## config.mk

```make
export PLATFORM = sky130hd
export DESIGN_NAME = cyc_miter
export DESIGN_NICKNAME = d
export VERILOG_FILES = /design/src/rtl/cyc_tern_pkg.sv /design/src/rtl/cyc_nand2.sv /design/src/rtl/cyc_loop_cell.sv /design/src/rtl/cyc_cut_check.sv /design/src/rtl/cyc_miter.sv
export SDC_FILE = /design/constraint.sdc
export NUM_CORES = 1
export LEC_CHECK = 0
export BUFFER_PORTS_ARGS = -buffer_cell sky130_fd_sc_hd__buf_4
export CORE_AREA = 3 3 40 42
export CTS_CLUSTER_DIAMETER = 50
export DETAILED_ROUTE_END_ITERATION = 12
export DIE_AREA = 0 0 43 45
export PLACE_DENSITY_LB_ADDON = 0.1
export SYNTH_ARGS = -nofsm -noshare
export SYNTH_HDL_FRONTEND = slang
export SYNTH_SLANG_ARGS = --single-unit
export TNS_END_PERCENT = 30
```

## constraint.sdc

```tcl
create_clock -name clk -period 3.6 [get_ports clk]
set_input_delay 0.54 -clock clk [delete_from_list [all_inputs] [get_ports clk]]
set_output_delay 0.54 -clock clk [all_outputs]
set_load 0.05 [all_outputs]
```

## src/rtl/cyc_tern_pkg.sv

```systemverilog
package cyc_tern_pkg;
  localparam int RAIL_W = 2;
  typedef logic [RAIL_W-1:0] rail_t;

  localparam rail_t TV_ZERO = 2'b00;
  localparam rail_t TV_ONE  = 2'b11;
  localparam rail_t TV_UNK  = 2'b01;

  function automatic logic tv_is_one(input rail_t v);
    return &v;
  endfunction

  function automatic logic tv_is_zero(input rail_t v);
    return ~|v;
  endfunction

  function automatic logic tv_is_unk(input rail_t v);
    return ^v;
  endfunction

  function automatic rail_t tv_from_bit(input logic x);
    return {RAIL_W{x}};
  endfunction
endpackage

```

## src/rtl/cyc_nand2.sv

```systemverilog
module cyc_nand2
  import cyc_tern_pkg::*;
(
  input  rail_t x,
  input  rail_t y,
  output rail_t z
);
  logic out_one, out_zero;

  // A definite 0 on either side controls the gate; both at 1 give 0.
  assign out_one  = tv_is_zero(x) | tv_is_zero(y);
  assign out_zero = tv_is_one(x) & tv_is_one(y);

  always_comb begin
    if (out_one)       z = TV_ONE;
    else if (out_zero) z = TV_ZERO;
    else               z = TV_UNK;
  end
endmodule

```

## src/rtl/cyc_loop_cell.sv

```systemverilog
module cyc_loop_cell
  import cyc_tern_pkg::*;
(
  input  rail_t in_a,
  input  rail_t in_b,
  input  rail_t cut_assumed,
  output rail_t cut_recomputed
);
  rail_t mid;

  cyc_nand2 u_front (.x(in_a), .y(cut_assumed), .z(mid));
  cyc_nand2 u_back  (.x(in_b), .y(mid),         .z(cut_recomputed));
endmodule

```

## src/rtl/cyc_cut_check.sv

```systemverilog
module cyc_cut_check
  import cyc_tern_pkg::*;
(
  input  rail_t assumed,
  input  rail_t computed,
  output logic  match,
  output logic  unknown
);
  assign unknown = tv_is_unk(assumed);
  assign match   = (assumed == computed) | (tv_is_unk(assumed) & tv_is_unk(computed));
endmodule

```

## src/rtl/cyc_miter.sv

```systemverilog
module cyc_miter
  import cyc_tern_pkg::*;
(
  input  logic       clk,
  input  logic       rst,
  input  logic       a,
  input  logic       b,
  input  logic [1:0] d,
  input  logic [1:0] e,
  output logic [1:0] eq,
  output logic [1:0] undef,
  output logic       flag
);
  localparam int NUM_CUT = 2;

  rail_t a_dr, b_dr;
  rail_t assumed  [NUM_CUT];
  rail_t recomp   [NUM_CUT];
  logic [NUM_CUT-1:0] eq_c, undef_c;
  logic witness_c;

  assign a_dr       = tv_from_bit(a);
  assign b_dr       = tv_from_bit(b);
  assign assumed[0] = d;
  assign assumed[1] = e;

  for (genvar g = 0; g < NUM_CUT; g++) begin : g_cut
    cyc_loop_cell u_cell (
      .in_a(a_dr), .in_b(b_dr),
      .cut_assumed(assumed[g]), .cut_recomputed(recomp[g])
    );
    cyc_cut_check u_chk (
      .assumed(assumed[g]), .computed(recomp[g]),
      .match(eq_c[g]), .unknown(undef_c[g])
    );
  end

  assign witness_c = (&eq_c) & (|undef_c);

  always_ff @(posedge clk) begin
    if (rst) begin
      eq    <= '0;
      undef <= '0;
      flag  <= 1'b0;
    end else begin
      eq    <= eq_c;
      undef <= undef_c;
      flag  <= witness_c;
    end
  end

  // reset clears every output
  assert_reset_clear_R1: assert property (@(posedge clk)
    rst |=> (eq == 2'b00 && undef == 2'b00 && !flag));

  // per-cut unknown detector follows the assumption rails one cycle later
  assert_undef_xor_R3: assert property (@(posedge clk) disable iff (rst)
    1'b1 |=> (undef == {$past(e[1] ^ e[0]), $past(d[1] ^ d[0])}));

  // an unknown assumption never agrees with a forced definite value
  assert_unk_vs_forced_R4: assert property (@(posedge clk) disable iff (rst)
    ((!a || !b) && (d[1] ^ d[0])) |=> !eq[0]);

  // controlling inputs force cut 0 to NOT b
  assert_forced_value_R5: assert property (@(posedge clk) disable iff (rst)
    ((!a || !b) && d == {2{~b}}) |=> eq[0]);

  // non-controlling inputs make both loops agree with any assumption
  assert_transparent_R6: assert property (@(posedge clk) disable iff (rst)
    (a && b) |=> (eq == 2'b11));

  // an unknown assumption under non-controlling inputs is a witness
  assert_witness_R7: assert property (@(posedge clk) disable iff (rst)
    (a && b && (e[1] ^ e[0])) |=> flag);

  // no witness while any input is controlling
  assert_no_witness_R8: assert property (@(posedge clk) disable iff (rst)
    (!a || !b) |=> !flag);
endmodule

```

==> results of run 1 <==
final cells by class:
cell class,instances,area [um^2],area share [%]
Inverter,5,18.8,4.20
Tap cell,15,18.8,4.20
Sequential cell,5,100,22.4
Multi-Input combinational cell,26,193,43.1
Timing Repair Buffer,12,90.1,20.2
Clock buffer,4,26.3,5.88
cell usage in the layout (no fill, tap or decap), types with 2 or more instances in the layout:
cell      count
nand2_1       3
nor2b_1       3
dfxtp_1       5
buf_4        12
inv_1         5
o21ai_0       3
or3_1         2
clkbuf_4      3
ha_1          4
cells by family after synthesis:
family,count (synthesis),share of synthesized area (%)
flip-flops,5,32.1
buffers and inverters,5,6.02
AND/OR/NAND/NOR,14,26.1
AO/OA/AOI/OAI,8,19.7
adder cells (fa/ha/maj),4,16.1
routing by layer:
layer / share of wire (%) / vias up / GRT usage [%]
met5: 0 / - / 0
met3: 9.0 / 0 / 2.79
met2: 52 / 10 / 14.4
met4: 0 / 0 / 5.42
met1: 39 / 138 / 7.51
li1: - / 156 / -
Yosys cell counts:
cell type  count  area, um^2
a21oi_1        1        5.00
a221o_1        1        10.0
a221oi_2       1        15.0
a32o_1         1        10.0
and3_2         1        7.51
dfxtp_1        5         100
ha_1           4        50.1
inv_1          5        18.8
nand2_1        3        11.3
nand2b_1       1        6.26
nand3_1        1        5.00
nor2_1         1        3.75
nor2b_1        3        18.8
nor2b_2        1        8.76
nor3b_1        1        7.51
o21ai_0        3        15.0
o22ai_1        1        6.26
or3_1          2        12.5
path summary, 6_finish.rpt:
path | start | end | slack (ns) | cells after the start
setup / recovery | d[0] | flag | 1.88 | 7
hold / removal | rst | eq[1] | 0.49 | 2
critical path, cell delays in order:
cell	delay, ns
buf_4	0.12
inv_1	0.08
ha_1	0.15
nor2b_1	0.05
or3_1	0.30
a221o_1	0.38
a221oi_2	0.25
stage by stage:
step	power, mW	utilization (%)	hold WS (ns)	std cells	instance area [um^2]
floorplan	0.0904	-	0.609	36	312
global route	0.180	34.8	0.502	67	447
global placement	0.107	32.7	0.739	63	420
detailed placement	0.108	32.7	0.741	63	420
CTS	0.173	34.8	0.490	67	447
finish	0.168	34.8	0.494	67	447
power by group:
part / internal, mW / leakage, nW / switching (mW) / total [mW]
Sequential: 0.0593 / 0.0412 / 0.000863 / 0.0602
Combinational: 0.0184 / 0.163 / 0.0275 / 0.0460
Clock: 0.0417 / 0.0150 / 0.0203 / 0.0620
Total: 0.119 / 0.219 / 0.0486 / 0.168
registers in the layout, indices dropped and copies added (netlist names):
register / cells
undef: 2
eq: 2
flag: 1
==> results by stage, run 1 <==
Status:
- The flow ran to the end, and the final reports show no timing, DRC or antenna violations.

Power and ir drop:
- In this run the static leakage power is 0.219 nW.
- The power per standard cell area is between 300 and 400 nW/um^2.
- The maximum resistive drop on vdd is 85.1 uV.

Synth:
- In this run the mean area of a mapped cell was 8.65 um^2.
- The synthesized design contains 5 register bits.
- The part of the Yosys area used for sequential elements is ~32%.
- The synthesized netlist occupies a cell area of 312 um^2.
- The synthesized netlist contains 18 unique library cells.
- The number of standard cells after synthesis is 36.
- When the netlist entered floorplanning its net count stood at 48.
- The count of warnings emitted by yosys is 0.

STA:
- The pin slew with the least headroom to its limit is between 0.3 and 0.4 ns.
- The number of slew-limit violations in the final report is 0.
- The final cycle utilization of the critical path is 47.9%.
- Setup violations remaining at the end of the flow were counted as 0.
- Setup repair after global routing left no endpoint under its margin.
- The headroom to the max-slew limit is about four fifths.
- Across all setup checks in the final design, the least slack found is 1.88 ns.
- The summed negative setup slack over all endpoints is 0 ns.
- The final hold violation count is 0.
- The minimum clock period after layout is 1.72 ns.
- The maximum clock frequency is between 0.5 and 0.6 GHz.

Route:
- The total wire length is 646 um.
- In the final routed layout, each cell accounts on average for about 9.6 um.
- The detailed router finished its first iteration with 0 violations.
- The detail-routed via count per cell is 4.54.
- The number of nets with antenna violations after routing is 0.
- In the routed design, unresolved DRC markers number 0.
- For this block, the via count after detailed routing is 304.
- For this run, the detailed router's first-pass iteration total came to 1.

Layout:
- Cells with a size suffix above 1 make up roughly a third of the layout.
- The final net count is 65.
- The area added between synthesis and finish is 43.4%.
- The number of inserted diodes is 0.
- The number of fill cells is 139.

Clocking:
- The clock sink total is 5.
- Post-CTS timing repair inserted 0 buffers for setup.
- The hold-fix buffer count after cts is 0.
- The maximum level of the CTS H-tree is 1.
- Once the clock tree was built, the resizer swapped 0 gates to a different size.
- TritonCTS created 3 clock buffers.
- The clock-pin slew reported for the worst setup and hold paths after clock tree synthesis is 0.04 ns.
- The clock tree from TritonCTS is yes.
- The clock root buffer is clkbuf_4.
- No sink is reached through more buffers than the 2 on the longest clock path.

Floorplan:
- The core region is 1280 um^2.
- The overall die height is 45 um.
- Once the floorplan was initialized, standard cells occupied between 20 and 25% of the core.
- During I/O placement, the number of pins put on the boundary was 13.
- The die extent in x is 43 um.
- The number of rows in the core area is 13.
- The floorplan step defined a die boundary enclosing 1940 um^2.

Critical path:
- The required time reported for the critical path endpoint is approximately 3.8 ns.
- Data arrives at the worst endpoint at 1.87 ns.
- The worst-path maximum fanout is 4.
- The worst setup path is launched from an input port.
- The capturing element type of the critical path is a flip-flop.
- The classification of the worst setup path is input port to flip-flop.

Global route:
- The first global-routing pass estimated between 1 and 1.5 mm of wire.
- The maximum number of pins on one net before global-route repair is 6.
- The number of global-route vias before repair is 309.
- For this run, the total global-route usage over all layers was measured as about 7.9%.
- The number of antenna violations at the first check in global routing is 0.
- The overflow left after global routing is 0.

Place:
- Detailed placement ended at an HPWL of slightly below 600 um.
- The pre-CTS setup slack is roughly 1.6 ns.
- The final weighted congestion of routability-driven global placement is 0.787.
- The count of input and output buffers is 12.

Worst hold path:
- The min-delay analysis places its worst path in the category input port to flip-flop.

Flow run:
- The total of max-cap violations is 0.
Power figures use the tool's default switching activity.
==> run 2, diff against run 1 <==
Clock period 3.6 ns to 1.8 ns, I/O delays scaled along.
==> run 2 against run 1 <==
Clock-buffer cell count unchanged; non-clock buffer count did not move; power up 100%; combinational power grew 99%; die area unchanged; via count is 2.0% higher; final cell count stayed put; global-route usage decreased by 0.68 points; wire length decreased by 1.2%; sequential cell count is the same; sequential share of layout area stayed put; critical endpoint unchanged; largest cell class unchanged.
==> results by stage, run 2 (synthesized netlist as in run 1, its figures left out) <==
Global route:
- The number of global-route vias before repair is 278 (-10%).
- The overflow left after global routing is 0 (unchanged).
- The maximum number of pins on one net before global-route repair is 6 (unchanged).
- The global-route wire length before repair came to 1.04 mm (-8.5%).
- The global router's overall resource usage was 7.24% (-0.68 points).
- The number of antenna violations at the first check in global routing is 0 (unchanged).

Layout:
- The library cell used most frequently in the layout, excluding fill and tap cells, is buf_4.
- The total area of multi-input combinational cells is 193 um^2 (unchanged).
- The final net count is 65 (unchanged).
- The area added between synthesis and finish is 43.4% (unchanged).
- The storage element area is 100 um^2 (unchanged).
- The area of all placed cells without fillers is 447 um^2 (unchanged).
- The number of inserted diodes was 0 (unchanged).
- The library cells used most frequently in the layout, excluding fill and tap cells, are 12 x buf_4, 5 x inv_1, 5 x dfxtp_1.
- The number of fill cells is 138 (-0.72%).
- The largest registers in the layout are eq: 2 flops, undef: 2 flops, flag: 1 flops.
- The fraction of layout cells with a size suffix above 1 came to 34.6% (unchanged).

Place:
- The total cell area at the placement stage was 420 um^2 (unchanged).
- The HPWL after detailed placement is 563 um (-3.0%).
- The count of input and output buffers is 12 (unchanged).
- The final weighted congestion of routability-driven global placement came to 0.738 (-6.2%).

Floorplan:
- The die area is 1940 um^2 (unchanged).
- The initial core utilization was 24.2% (unchanged).
- The die extent in x is 43 um (unchanged).
- The overall die height came to 45 um (unchanged).
- The core outline area is 1280 um^2 (unchanged).
- The number of placed I/O pins is 13 (unchanged).
- The number of rows in the core area is 13 (unchanged).

Clocking:
- The clock tree from TritonCTS is yes.
- The clock-pin slew reported for the worst setup and hold paths after clock tree synthesis came to 0.04 ns (about the same).
- The total setup buffers inserted after CTS came to 0 (unchanged).
- The TritonCTS buffer count is 3 (unchanged).
- The maximum level of the CTS H-tree is 1 (unchanged).
- The hold-fix buffer count after cts is 0 (unchanged).
- The number of gates resized after cts was 0 (unchanged).
- The clock root buffer is clkbuf_4.
- The clock sink total came to 5 (unchanged).
- The largest buffer count on any clock path came to 2 (unchanged).

Flow run:
- The total of max-cap violations is 0 (unchanged).

STA:
- The number of slew-limit violations in the final report was 0 (unchanged).
- The pin slew with the least headroom to its limit is 0.317 ns (+0.00233 ns).
- The summed negative setup slack over all endpoints was 0 ns (unchanged).
- The count of final setup violators is 0 (unchanged).
- Setup repair after global routing left no endpoint under its margin.
- The worst path in the final design needs a cycle of 1.45 ns, including I/O delays and setup.
- Derived from the worst setup path, the maximum achievable clock frequency is 0.689 GHz.
- The final hold violation count came to 0 (unchanged).
- The headroom to the max-slew limit is 78.7% (-0.16 points).
- The worst path uses 80.6% of the clock period.

Critical path:
- The endpoint arrival time on the critical path is 1.60 ns (-0.27 ns).
- The capturing element type of the critical path is a flip-flop.
- The critical path launch point type is an input port.
- The classification of the worst setup path is input port to flip-flop.
- The worst-path maximum fanout is 4 (unchanged).
- The required time reported for the critical path endpoint came to 1.95 ns (-1.80 ns).

Power and ir drop:
- The power per standard cell area was 752 nW/um^2 (+100%).
- The leakage power was 0.219 nW (unchanged).
- The maximum resistive drop on vdd is 206 uV (+140%).

Route:
- The total wire length is 638 um (-1.2%).
- The post-route DRC violation count is 0 (unchanged).
- The count of TritonRoute iterations in the first routing pass is 2 (+1).
- The total via count after detailed routing is 310 (+2.0%).
- The detail-routed via count per cell is 4.63 (+2.0%).
- The average detailed-routed wire length per instance was 9.52 um (-1.2%).
- The DRC violation total after the first TritonRoute iteration came to 5 (+5).
- The number of nets with antenna violations after routing came to 0 (unchanged).

Status:
- The run finished with clean final reports.

Worst hold path:
- The kind of path behind the tightest hold check is input port to flip-flop.
==> run 2: cell counts in the layout (fill, tap and decap cells not counted) <==
No cell type changed its count.
==> run 2: final cells by class <==
cell class                 count  area share, %
sequential                     5           22.4
clock buffer                   4           5.88
multi-input combinational     26           43.1
timing repair buffer          12           20.2
tap                           15           4.20
inverter                       5           4.20
==> run 2: layer usage <==
metal	wire (um)	up-vias	GRT usage [%]
met5	0	-	0
met4	0	0	5.42
met3	52	0	2.79
met2	310	10	12.0
met1	276	144	7.47
li1	-	156	-
==> run 2: stage by stage <==
stage          util, %  worst slack (ns)  hold WS (ns)  cells  power [mW]
2_1_floorplan        -             0.323         0.339     36       0.181
3_3_place_gp      32.7             0.124         0.467     63       0.213
3_5_place_dp      32.7            0.0934         0.465     63       0.215
4_1_cts           34.8             0.347         0.215     67       0.342
5_1_grt           34.8             0.245         0.218     67       0.355
6_report          34.8             0.349         0.218     67       0.336
==> run 2: worst paths after layout <==
check / startpoint / to / slack, ns / cells after the start
setup / recovery: d[0] / flag / 0.35 / 7
hold / removal: rst / eq[1] / 0.22 / 2
==> run 2: power breakdown <==
group / switching (mW) / internal, mW
Sequential: 0.00172 / 0.119
Clock: 0.0404 / 0.0835
Combinational: 0.0549 / 0.0368
==> run 2: critical path, cell delays in order <==
cell and delay (ns):
buf_4 0.12, inv_1 0.08, ha_1 0.14, nor2b_1 0.05, or3_1 0.31, a221o_1 0.38
a221oi_2 0.24
==> run 3, diff against run 2 <==
Settings changed: ABC_AREA set to 1.
Clock period 1.8 ns to 1.4 ns, I/O delays scaled along.
==> run 3 against run 2 <==
Non-clock buffer count did not move; final cell count rose by 28%; synthesized cell count rose by 56%; area after synthesis rose by 16%; global-route usage rose by 0.83 points; critical endpoint is now eq[1].
==> results by stage, run 3 <==
Layout:
- The area added between synthesis and finish is 34.1%.
- The number of inserted diodes is 0 (unchanged).
- The number of fill cells is 141 (+2.2%).
- In the layout the commonest cells are 14 x nand2_1, 12 x buf_4, 10 x inv_1.
- In the final layout, the registers with the most flip-flops are eq: 2 flops, undef: 2 flops, flag: 1 flops.
- The fraction of layout cells with a size suffix above 1 came to 29.6% (-5.0 points).
- The area of all placed cells without fillers is 487 um^2 (+9.0%).
- The final net count is 84 (+29%).
- The storage element area is 100 um^2 (unchanged).
- Leaving out fill and tap cells, the most frequent cell in the layout is nand2_1.
- The total area of multi-input combinational cells is 203 um^2 (+5.2%).

Clocking:
- The hold-fix buffer count after cts was 0 (unchanged).
- The maximum level of the CTS H-tree was 1 (unchanged).
- The number of gates resized after cts is 0 (unchanged).
- The clock sink total came to 5 (unchanged).
- The clock root buffer is clkbuf_4.
- TritonCTS built the clock tree.
- The largest buffer count on any clock path was 2 (unchanged).
- The clock-pin slew reported for the worst setup and hold paths after clock tree synthesis is 0.04 ns (about the same).
- The total setup buffers inserted after CTS is 0 (unchanged).
- The TritonCTS buffer count is 3 (unchanged).

Power and ir drop:
- The sequential share of power is 33.9% (-1.9 points).
- The share of total power consumed by net switching is 31.7% (+2.8 points).
- The logic gate share of total power is 30.6% (+3.3 points).
- The net switching component of the power is 0.146 mW (+50%).
- The leakage power is 0.292 nW (+33%).
- The power after layout is 0.460 mW (+37%).
- The power per standard cell area came to 946 nW/um^2 (+26%).
- The internal power is 0.315 mW (+32%).
- The clock share of power is 35.5% (-1.4 points).
- The maximum resistive drop on vdd is 192 uV (-6.7%).

Global route:
- The met3 track utilization from global routing is 2.39% (-0.40 points).
- The global-route met2 utilization is 11.7% (-0.30 points).
- The number of global-route vias before repair is 312 (+12%).
- The global-route wire length before repair came to 1.12 mm (+8.6%).
- The number of antenna violations at the first check in global routing came to 0 (unchanged).
- The routing usage on met1 is 8.89% (+1.4 points).
- The overflow left after global routing was 0 (unchanged).
- The global router's overall resource usage is 8.07% (+0.83 points).
- The maximum number of pins on one net before global-route repair came to 9 (+3).
- The busiest layer in global routing is met2.

STA:
- For this run, the top clock speed supported by timing is 1.01 GHz.
- The pin slew with the least headroom to its limit is 0.143 ns (-0.174 ns).
- The headroom to the max-slew limit came to 90.4% (+12 points).
- The final cycle utilization of the critical path is 71.0%.
- The final hold slack is 0.135 ns (-0.0829 ns).
- The count of final setup violators was 0 (unchanged).
- Setup repair after global routing left no endpoint under its margin.
- The number of slew-limit violations in the final report is 0 (unchanged).
- The final hold violation count came to 0 (unchanged).
- Counting I/O delays and the setup requirement, the final critical path takes approximately 0.99 ns.
- The summed negative setup slack over all endpoints is 0 ns (unchanged).

Place:
- The total cell area at the placement stage is 460 um^2 (+9.5%).
- The HPWL after detailed placement is 547 um (-2.9%).
- The final weighted congestion of routability-driven global placement was 0.680 (-7.9%).
- The count of input and output buffers is 12 (unchanged).

Critical path:
- The critical path launch point type is an input port.
- The critical path goes through buf_4, inv_1, ha_1, nand3_1, nor2_1, o21bai_2, and2_1.
- The required time reported for the critical path endpoint came to 1.53 ns (-0.42 ns).
- The endpoint arrival time on the critical path was 1.12 ns (-0.48 ns).
- The worst-path maximum fanout is 5 (+1).
- The capturing element type of the critical path is a flip-flop.
- The worst setup path is of the input port to flip-flop kind.
- For this design, the slowest cell found on the critical path is ha_1.
- The maximum cell stage delay along the critical path was 0.31 ns (-0.07 ns).

Synth:
- Sorting the synthesized cells by area gives the leading types as dfxtp_1 28%, nand2_1 14%, ha_1 14%.
- The number of distinct library cells after synthesis is 13 (-5).
- The cell area after synthesis is 363 um^2 (+16%).
- The number of synthesized flops with an enable pin was 0 (unchanged).
- The share of flip-flops with an asynchronous set or reset after synthesis is 0% (unchanged).
- The number of nets in the synthesized netlist is 68 (+42%).
- In the post-synthesis netlist, the cell with the most instances is nand2_1.
- The flop and latch count out of synthesis is 5 (unchanged).
- The number of standard cells after synthesis came to 56 (+56%).
- The part of the Yosys area used for sequential elements came to 27.6% (-4.5 points).
- The count of warnings emitted by yosys is 0 (unchanged).
- The leading area contributor after synthesis is dfxtp_1.
- The synthesized area per cell is 6.48 um^2 (-25%).
- The area share of the leading cell type in the synthesized netlist is 27.6% (-4.5 points).
- For this run, the leading register cell type out of synthesis is dfxtp_1.
- Sorting the synthesized cells by how often they occur yields 14 x nand2_1, 10 x inv_1, 7 x nand3_1, 6 x nor2_1, 5 x dfxtp_1.

Flow run:
- The total of max-cap violations is 0 (unchanged).

Floorplan:
- The die area is 1940 um^2 (unchanged).
- The die extent in x is 43 um (unchanged).
- The core outline area came to 1280 um^2 (unchanged).
- The number of placed I/O pins was 13 (unchanged).
- The initial core utilization came to 28.2% (+4.0 points).
- The overall die height is 45 um (unchanged).
- The number of rows in the core area is 13 (unchanged).

Route:
- The post-route DRC violation count came to 0 (unchanged).
- The total via count after detailed routing was 343 (+11%).
- The detail-routed via count per cell is 3.99 (-14%).
- The average detailed-routed wire length per instance is 7.31 um (-23%).
- The number of nets with antenna violations after routing is 0 (unchanged).
- The count of TritonRoute iterations in the first routing pass was 3 (+1).
- The total wire length is 629 um (-1.4%).
- The DRC violation total after the first TritonRoute iteration is 6 (+1).

Status:
- The run finished with clean final reports.

Worst hold path:
- The kind of path behind the tightest hold check is input port to flip-flop.
## run 3: cell count changes in the layout (fill, tap and decap cells not counted), sizes merged, moves of 2 or more
cell and change:
o21ai -3, nand2 +14, clkinv +2, nor2 +5
or3 -2, nor2b -4, inv +6, nand3 +6
## run 3: worst max-delay path, delay by kind of cell
family	cells	cell delay, ns
buffers and inverters	2	0.16
AO/OA/AOI/OAI	1	0.18
adder cells (fa/ha/maj)	1	0.31
AND/OR/NAND/NOR	3	0.26
## run 3: layer usage
metal	up-vias	wire length [um]	share of wire, %
li1	196	-	-
met1	135	275	44
met2	10	289	46
met3	2	56	8.9
met4	0	8	1.3
met5	-	0	0
## run 3: cell families after synthesis
logic type      after synthesis  synth area share [%]
fa+ha+maj                     4                  13.8
buf+inv                      14                  16.6
flops                         5                  27.6
compound gates                1                  3.10
simple gates                 32                  39.0
## run 3: power by group through the flow
stage               sequential [mW]  clock, mW  combinational [mW]
floorplan                     0.197          0              0.0602
global placement              0.159          0               0.144
detailed placement            0.159          0               0.142
CTS                           0.156      0.173               0.143
global route                  0.157      0.177               0.157
finish                        0.156      0.163               0.141
## run 3: per-stage QoR
| stage | cells | util (%) | setup slack, ns |
|---|---|---|---|
| 4_1_cts | 86 | 37.9 | 0.406 |
| 3_5_place_dp | 82 | 35.8 | 0.150 |
| 2_1_floorplan | 56 | - | 0.334 |
| 3_3_place_gp | 82 | 35.8 | 0.179 |
| 5_1_grt | 86 | 37.9 | 0.334 |
| 6_report | 86 | 37.9 | 0.407 |
## run 3: worst paths after layout
path,endpoint,from,cells after the start,slack [ns]
worst max-delay path,eq[1],e[0],7,0.41
worst min-delay path,undef[1],rst,2,0.13
## run 3: layout make-up
cell class	count	share of cell area [%]
flip-flops and latches	5	20.6
inverters	13	10.0
well taps	15	3.86
multi-input cells	37	41.6
clock buffers	4	5.40
repair buffers	12	18.5
